## config.mk

```make
export PLATFORM = sky130hd
export DESIGN_NAME = chop_seq
export DESIGN_NICKNAME = d
export VERILOG_FILES = /design/src/rtl/chop_pkg.sv /design/src/rtl/chop_comm_check.sv /design/src/rtl/chop_ctrl.sv /design/src/rtl/chop_gate_map.sv /design/src/rtl/chop_seq.sv
export SDC_FILE = /design/constraint.sdc
export NUM_CORES = 1
export LEC_CHECK = 0
export ABC_AREA = 1
export BUFFER_PORTS_ARGS = -buffer_cell sky130_fd_sc_hd__buf_2
export CAP_MARGIN = 20
export CORE_AREA = 2 2 68 70
export CTS_CLUSTER_DIAMETER = 120
export DETAILED_ROUTE_END_ITERATION = 6
export DIE_AREA = 0 0 70 72
export GPL_TIMING_DRIVEN = 0
export PLACE_DENSITY_LB_ADDON = 0.12
export SYNTH_ARGS = -nofsm -noshare
export SYNTH_HDL_FRONTEND = slang
export SYNTH_HIERARCHICAL = 1
export SYNTH_SLANG_ARGS = --single-unit
```

## constraint.sdc

```tcl
create_clock -name clk_i -period 2 [get_ports clk_i]
set_input_delay 0.1 -clock clk_i [delete_from_list [all_inputs] [get_ports clk_i]]
set_output_delay 0.1 -clock clk_i [all_outputs]
set_load 0.02 [all_outputs]
```

## src/rtl/chop_pkg.sv

```systemverilog
package chop_pkg;

    // Bridge phase code reported on phase_o.
    typedef enum logic [2:0] {
        PH_OFF  = 3'd0,
        PH_ON   = 3'd1,
        PH_GAP1 = 3'd2,
        PH_SYNC = 3'd3,
        PH_GAP2 = 3'd4
    } chop_phase_e;

    // Index from which the compare flag may end the drive phase.
    function automatic int hold_index(input int blank_cyc, input int min_on_cyc);
        return (blank_cyc > min_on_cyc - 1) ? blank_cyc : min_on_cyc - 1;
    endfunction

endpackage

```

## src/rtl/chop_comm_check.sv

```systemverilog
module chop_comm_check #(
    parameter int NLEG = 3,
    parameter int LW   = 2
) (
    input  logic [LW-1:0] src_leg_i,
    input  logic [LW-1:0] snk_leg_i,
    input  logic [LW-1:0] held_src_i,
    input  logic [LW-1:0] held_snk_i,
    output logic          valid_o,
    output logic          change_o
);

    always_comb begin
        valid_o  = (int'(src_leg_i) < NLEG) && (int'(snk_leg_i) < NLEG)
                   && (src_leg_i != snk_leg_i);
        change_o = (src_leg_i != held_src_i) || (snk_leg_i != held_snk_i);
    end

endmodule

```

## src/rtl/chop_ctrl.sv

```systemverilog
module chop_ctrl
    import chop_pkg::*;
#(
    parameter int LW         = 2,
    parameter int DEAD_CYC   = 50,
    parameter int BLANK_CYC  = 50,
    parameter int MIN_ON_CYC = 125,
    parameter int OFF_CYC    = 650
) (
    input  logic          clk_i,
    input  logic          rst_ni,
    input  logic          over_ref_i,
    input  logic [LW-1:0] src_leg_i,
    input  logic [LW-1:0] snk_leg_i,
    input  logic          valid_i,
    input  logic          change_i,
    output chop_phase_e   phase_o,
    output logic [LW-1:0] held_src_o,
    output logic [LW-1:0] held_snk_o
);

    localparam int HOLD_IDX = hold_index(BLANK_CYC, MIN_ON_CYC);
    localparam int CW       = $clog2(OFF_CYC + BLANK_CYC + MIN_ON_CYC + 1);

    localparam logic [CW-1:0] DEAD_LAST = CW'(DEAD_CYC - 1);
    localparam logic [CW-1:0] OFF_LAST  = CW'(OFF_CYC - 1);
    localparam logic [CW-1:0] HOLD_C    = CW'(HOLD_IDX);

    typedef struct packed {
        chop_phase_e   ph;
        logic [CW-1:0] cnt;
        logic [LW-1:0] src;
        logic [LW-1:0] snk;
    } ctrl_t;

    ctrl_t st_d, st_q;

    always_comb begin
        st_d = st_q;
        if (change_i) begin
            // New legs: everything off, restart the dead gap.
            st_d.ph  = PH_OFF;
            st_d.cnt = '0;
            st_d.src = src_leg_i;
            st_d.snk = snk_leg_i;
        end else begin
            unique case (st_q.ph)
                PH_OFF: begin
                    if (st_q.cnt == DEAD_LAST) begin
                        if (valid_i) begin
                            st_d.ph  = PH_ON;
                            st_d.cnt = '0;
                        end
                    end else begin
                        st_d.cnt = st_q.cnt + 1'b1;
                    end
                end
                PH_ON: begin
                    if (over_ref_i && (st_q.cnt >= HOLD_C)) begin
                        st_d.ph  = PH_GAP1;
                        st_d.cnt = '0;
                    end else if (st_q.cnt < HOLD_C) begin
                        st_d.cnt = st_q.cnt + 1'b1;
                    end
                end
                PH_GAP1: begin
                    // Off timer keeps running into the rectifier interval.
                    st_d.cnt = st_q.cnt + 1'b1;
                    if (st_q.cnt == DEAD_LAST) begin
                        st_d.ph = PH_SYNC;
                    end
                end
                PH_SYNC: begin
                    if (st_q.cnt == OFF_LAST) begin
                        st_d.ph  = PH_GAP2;
                        st_d.cnt = '0;
                    end else begin
                        st_d.cnt = st_q.cnt + 1'b1;
                    end
                end
                PH_GAP2: begin
                    if (st_q.cnt == DEAD_LAST) begin
                        st_d.ph  = PH_ON;
                        st_d.cnt = '0;
                    end else begin
                        st_d.cnt = st_q.cnt + 1'b1;
                    end
                end
                default: begin
                    st_d.ph  = PH_OFF;
                    st_d.cnt = '0;
                end
            endcase
        end
    end

    always_ff @(posedge clk_i or negedge rst_ni) begin
        if (!rst_ni) begin
            st_q.ph  <= PH_OFF;
            st_q.cnt <= '0;
            st_q.src <= '1;
            st_q.snk <= '1;
        end else begin
            st_q <= st_d;
        end
    end

    assign phase_o    = st_q.ph;
    assign held_src_o = st_q.src;
    assign held_snk_o = st_q.snk;

endmodule

```

## src/rtl/chop_gate_map.sv

```systemverilog
module chop_gate_map
    import chop_pkg::*;
#(
    parameter int NLEG = 3,
    parameter int LW   = 2
) (
    input  chop_phase_e     phase_i,
    input  logic [LW-1:0]   src_i,
    input  logic [LW-1:0]   snk_i,
    output logic [NLEG-1:0] hs_en_o,
    output logic [NLEG-1:0] ls_en_o
);

    for (genvar g = 0; g < NLEG; g++) begin : g_leg
        logic is_src, is_snk;
        always_comb begin
            is_src     = (src_i == LW'(g));
            is_snk     = (snk_i == LW'(g));
            hs_en_o[g] = (is_src && (phase_i != PH_OFF))
                         || (is_snk && (phase_i == PH_SYNC));
            ls_en_o[g] = is_snk && (phase_i == PH_ON);
        end
    end

endmodule

```

## src/rtl/chop_seq.sv

```systemverilog
module chop_seq
    import chop_pkg::*;
#(
    parameter int NLEG       = 3,
    parameter int DEAD_CYC   = 50,
    parameter int BLANK_CYC  = 50,
    parameter int MIN_ON_CYC = 125,
    parameter int OFF_CYC    = 650,
    localparam int LW        = $clog2(NLEG)
) (
    input  logic            clk_i,
    input  logic            rst_ni,
    input  logic            over_ref_i,
    input  logic [LW-1:0]   src_leg_i,
    input  logic [LW-1:0]   snk_leg_i,
    output logic [NLEG-1:0] hs_en_o,
    output logic [NLEG-1:0] ls_en_o,
    output logic [2:0]      phase_o
);

    chop_phase_e   phase;
    logic [LW-1:0] held_src, held_snk;
    logic          comm_valid, comm_change;

    chop_comm_check #(.NLEG(NLEG), .LW(LW)) u_comm (
        .src_leg_i  (src_leg_i),
        .snk_leg_i  (snk_leg_i),
        .held_src_i (held_src),
        .held_snk_i (held_snk),
        .valid_o    (comm_valid),
        .change_o   (comm_change)
    );

    chop_ctrl #(
        .LW(LW), .DEAD_CYC(DEAD_CYC), .BLANK_CYC(BLANK_CYC),
        .MIN_ON_CYC(MIN_ON_CYC), .OFF_CYC(OFF_CYC)
    ) u_ctrl (
        .clk_i      (clk_i),
        .rst_ni     (rst_ni),
        .over_ref_i (over_ref_i),
        .src_leg_i  (src_leg_i),
        .snk_leg_i  (snk_leg_i),
        .valid_i    (comm_valid),
        .change_i   (comm_change),
        .phase_o    (phase),
        .held_src_o (held_src),
        .held_snk_o (held_snk)
    );

    chop_gate_map #(.NLEG(NLEG), .LW(LW)) u_map (
        .phase_i (phase),
        .src_i   (held_src),
        .snk_i   (held_snk),
        .hs_en_o (hs_en_o),
        .ls_en_o (ls_en_o)
    );

    assign phase_o = phase;

endmodule

```

==> key figures <==
Drt
  • Wire length per cell: 10.3 microns
  • Via count normalized by instance count: 4.46
  • Number of design-rule violations left by the first detailed-router iteration: 54
  • Remaining antenna violation count: 0
  • Total detailed-routing wirelength: 3090 microns
  • DRC violation count after routing: 0
  • Detailed-router iteration count before antenna repair: 4
  • Total number of vias: 1335

Setup path
  • Critical path's largest stage delay: 0.53 ns
  • Worst flop-to-flop path startpoint: u_ctrl/held_src_o[1]
  • Cell family contributing the most delay on the critical path: simple AND/OR/NAND/NOR gates
  • CP dominant cell by count: sky130_fd_sc_hd__nand2_1
  • Required time of the worst setup path: 2.19 ns
  • Buffers & Inverters on Critical Path: 4
  • Cell depth of the worst flop-to-flop path: 14
  • Reg-to-reg endpoint: u_ctrl/st_q[13]
  • Worst EP arrival: 2.01 ns
  • Category of the worst setup path capture point: register
  • Category of the most critical setup path: reg2reg
  • Library cell contributing the largest single delay on the critical path: sky130_fd_sc_hd__dfstp_2
  • Critical path peak fanout: 7
  • Slack of the worst reg-to-reg path: 0.18 ns
  • Type of origin of the critical path: register
  • CP Cell Sequence: buf_4 -> inv_1 -> nand2_1 -> nand2_1 -> nor2_1 -> nand2_1 -> buf_4 -> nor2_4 -> nand4_4 -> nand2_4 -> inv_2 -> nand3_2 -> nand2_1 -> nor2_1

Timing
  • Worst-Margin Slew: 0.401 ns
  • Min cycle time layout: 1.82 ns
  • Max Slew Vio Count: 0
  • Maximum frequency from static timing analysis: 0.548 GHz
  • RSZ-0062 raised after global routing: no
  • Clock Skews: 0.00363 ns
  • Final setup fails: 0
  • Final period util: 0.912
  • Setup TNS: 0 ns
  • Fin worst setup slack: 0.177 ns
  • Worst max-slew margin expressed relative to the limit: 0.733
  • Number of hold violations in the final report: 0

Placed design
  • DP Area: 1620 sq um
  • Post-placement worst setup slack: 0.0439 ns
  • Final weighted congestion in routability-driven placement: 0.812
  • Sum of net half-perimeters after detailed placement: 2370 microns
  • Quantity of I/O buffers inserted on ports: 15

Min path
  • Class of the tightest hold or removal check: in2reg
  • Startpoint of the tightest hold check path: snk_leg_i[1]
  • Worst min-delay path endpoint: u_ctrl/held_snk_o[1]
  • Cell depth of the worst hold path: 3

Clock network
  • Worst-skew pair later-pin latency: 0.25 ns
  • Clock tree from TritonCTS: yes
  • Number of clock sinks: 17
  • Clock input transition at the sequential cells of the worst setup and hold paths: 0.07 ns
  • Root Buffer Master: sky130_fd_sc_hd__clkbuf_8
  • Level count of the clock H-tree: 1
  • Max Buffers Root-to-Sink: 2
  • Cts bufs inserted: 3

Layout
  • Final net count: 258
  • Area grow syn2layout: 16.3%
  • Layout Cell Area excl Fill: 1720 sq um
  • Most common cell after layout, fill and taps aside: sky130_fd_sc_hd__nand2_1
  • Most used cells in the layout excluding fill and tap cells: 77 x sky130_fd_sc_hd__nand2_1, 35 x sky130_fd_sc_hd__inv_1, 25 x sky130_fd_sc_hd__nor2_1
  • Fraction of final layout cells with drive strength greater than 1: 0.215
  • Final antenna diode count: 0

Global routing
  • GR Layer Usage met3: 0.0292
  • Total congestion overflow after global routing: 0
  • Met1 Track Usage GR: 0.174
  • Fraction of met2 tracks used by global routing: 0.243
  • Global-route wire length before repair: 5620 microns
  • Largest net degree at the start of global routing: 18
  • GRT Total Usage: 0.138
  • Gr busiest metal: met2
  • Vias in the first global route: 1259
  • Antenna violations before repair: 0

Pwr
  • Proportion of total power due to net switching: 0.362
  • Portion of total power attributed to sequential cells: 0.399
  • Worst-case vdd ir drop: 360 uV
  • Portion of total power attributed to the clock network: 0.270
  • Power per cell area: 573 nW/um^2
  • Switch Pwr: 0.000356 W
  • Internal power contribution: 0.000627 W
  • Leak Pwr: 0.909 nW
  • Combinational share of power: 0.331

Synthesis
  • Flops & latches, synth: 17
  • Synthesized instance count: 226
  • Avg Synthesized Cell Area: 6.53 sq um
  • Number of warnings reported in the yosys synthesis log: 6
  • Unique cell type count in the Yosys netlist: 31
  • Number of enable flip-flop cells after synthesis: 0
  • Most instantiated flip-flop cell in the synthesis netlist: sky130_fd_sc_hd__dfrtp_1
  • Asr flop ratio synth: 1.00
  • Share of synthesized area occupied by flip-flops and latches: 0.292
  • Synthesized netlist net count: 236
  • Synth Cell Area: 1480 sq um

Floorplanning
  • Effective utilization at floorplan: 0.346
  • Y dimension of the die: 72 microns
  • Die footprint: 5040 sq um
  • Die boundary width: 70 microns
  • Placeable core area: 4260 sq um
  • Count of pins on the block boundary: 16
  • Site row count: 24

Status
  • Run status: complete, no violations

Run
  • Number of violations of the max-capacitance limit: 0
[sequential cells by signal, summed over array words and instances (netlist names)]
name               flops
u_ctrl/held_src_o      2
u_ctrl/held_snk_o      2
u_ctrl/phase_o         3
u_ctrl/st_q           10
[worst max-delay path by stage]
stage	from	to	slack, ns	cells past startpoint
3_5_place_dp	u_ctrl/held_src_o[1]	u_ctrl/st_q[13]	0.04	14
2_1_floorplan	u_ctrl/held_src_o[1]	u_ctrl/st_q[12]	0.31	12
4_1_cts	u_ctrl/held_src_o[1]	u_ctrl/st_q[13]	0.02	14
5_1_grt	u_ctrl/held_src_o[0]	u_ctrl/st_q[13]	0.006	14
6_report	u_ctrl/held_src_o[1]	u_ctrl/st_q[13]	0.18	14
3_3_place_gp	u_ctrl/held_src_o[1]	u_ctrl/st_q[9]	0.05	13
[metal layers]
metal | up-vias | routed length (microns)
met5 | - | 0
met4 | 0 | 14
met3 | 2 | 77
met2 | 16 | 1540
met1 | 593 | 1460
li1 | 724 | -
[cell families (layout without fill, tap and decap cells)]
kind of cell               after synthesis  count (layout)  synth area share
and+or+nand+nor                        138             138             0.438
AOI/OAI and AO/OA                       15              15            0.0594
xor gates and xnor gates                 5               5            0.0297
DFF                                     17              17             0.292
adders and majority gates                3               3            0.0254
buffers and inverters                   48              69             0.156
[Yosys cell counts (2+ instances only)]
library cell,number,share of area
sky130_fd_sc_hd__a21oi_1,3,0.010
sky130_fd_sc_hd__buf_4,7,0.036
sky130_fd_sc_hd__buf_6,3,0.023
sky130_fd_sc_hd__dfrtp_1,13,0.22
sky130_fd_sc_hd__dfstp_2,4,0.071
sky130_fd_sc_hd__ha_1,3,0.025
sky130_fd_sc_hd__inv_1,36,0.092
sky130_fd_sc_hd__nand2_1,77,0.20
sky130_fd_sc_hd__nand2_2,2,0.0085
sky130_fd_sc_hd__nand3_1,17,0.058
sky130_fd_sc_hd__nand3_2,2,0.014
sky130_fd_sc_hd__nand4_1,3,0.013
sky130_fd_sc_hd__nand4_2,2,0.017
sky130_fd_sc_hd__nor2_1,25,0.064
sky130_fd_sc_hd__nor2_2,3,0.013
sky130_fd_sc_hd__nor3_2,2,0.014
sky130_fd_sc_hd__o21ai_0,3,0.010
sky130_fd_sc_hd__o21ai_1,5,0.017
sky130_fd_sc_hd__xnor2_1,2,0.012
sky130_fd_sc_hd__xor2_1,3,0.018
[power groups by stage]
stage,Sequential [W],Combinational [W],Clock [W]
floorplan,0.000393,0.000241,0
global placement,0.000398,0.000320,0
detailed placement,0.000398,0.000318,0
CTS,0.000392,0.000319,0.000281
global route,0.000396,0.000375,0.000296
finish,0.000392,0.000326,0.000265
[tightest hold or removal path, delay by kind of cell]
family	cells	cell delay [ns]
buffers and inverters	1	0.11
AND/OR/NAND/NOR	2	0.11
[per-stage QoR]
stage,hold WS [ns],cells,total power [W],utilization
6_report,0.0599,299,0.000983,0.402
5_1_grt,0.0639,299,0.00107,0.402
4_1_cts,0.0593,298,0.000991,0.392
3_5_place_dp,0.0655,293,0.000717,0.379
3_3_place_gp,0.0631,293,0.000718,0.379
2_1_floorplan,-0.196,226,0.000634,-
[cell type report]
class / instances / area, sq um
clock buffers: 4 / 45.0
multi-input cells: 161 / 850
repair buffers: 17 / 92.6
well taps: 52 / 65.1
inverters: 37 / 139
fillers: 484 / 2550
plain buffers: 11 / 93.8
flip-flops and latches: 17 / 430
[what timing repair did]
| item | 4_1_cts | 5_1_grt |
|---|---|---|
| hold buffers | 1 | 0 |
| endpoints found under the hold margin | 13 | 0 |
| resized for setup | 0 | 8 |
| setup endpoints to repair | 0 | 12 |
| setup buffers | 0 | 1 |
No activity file was read; power rests on OpenSTA's default activity.
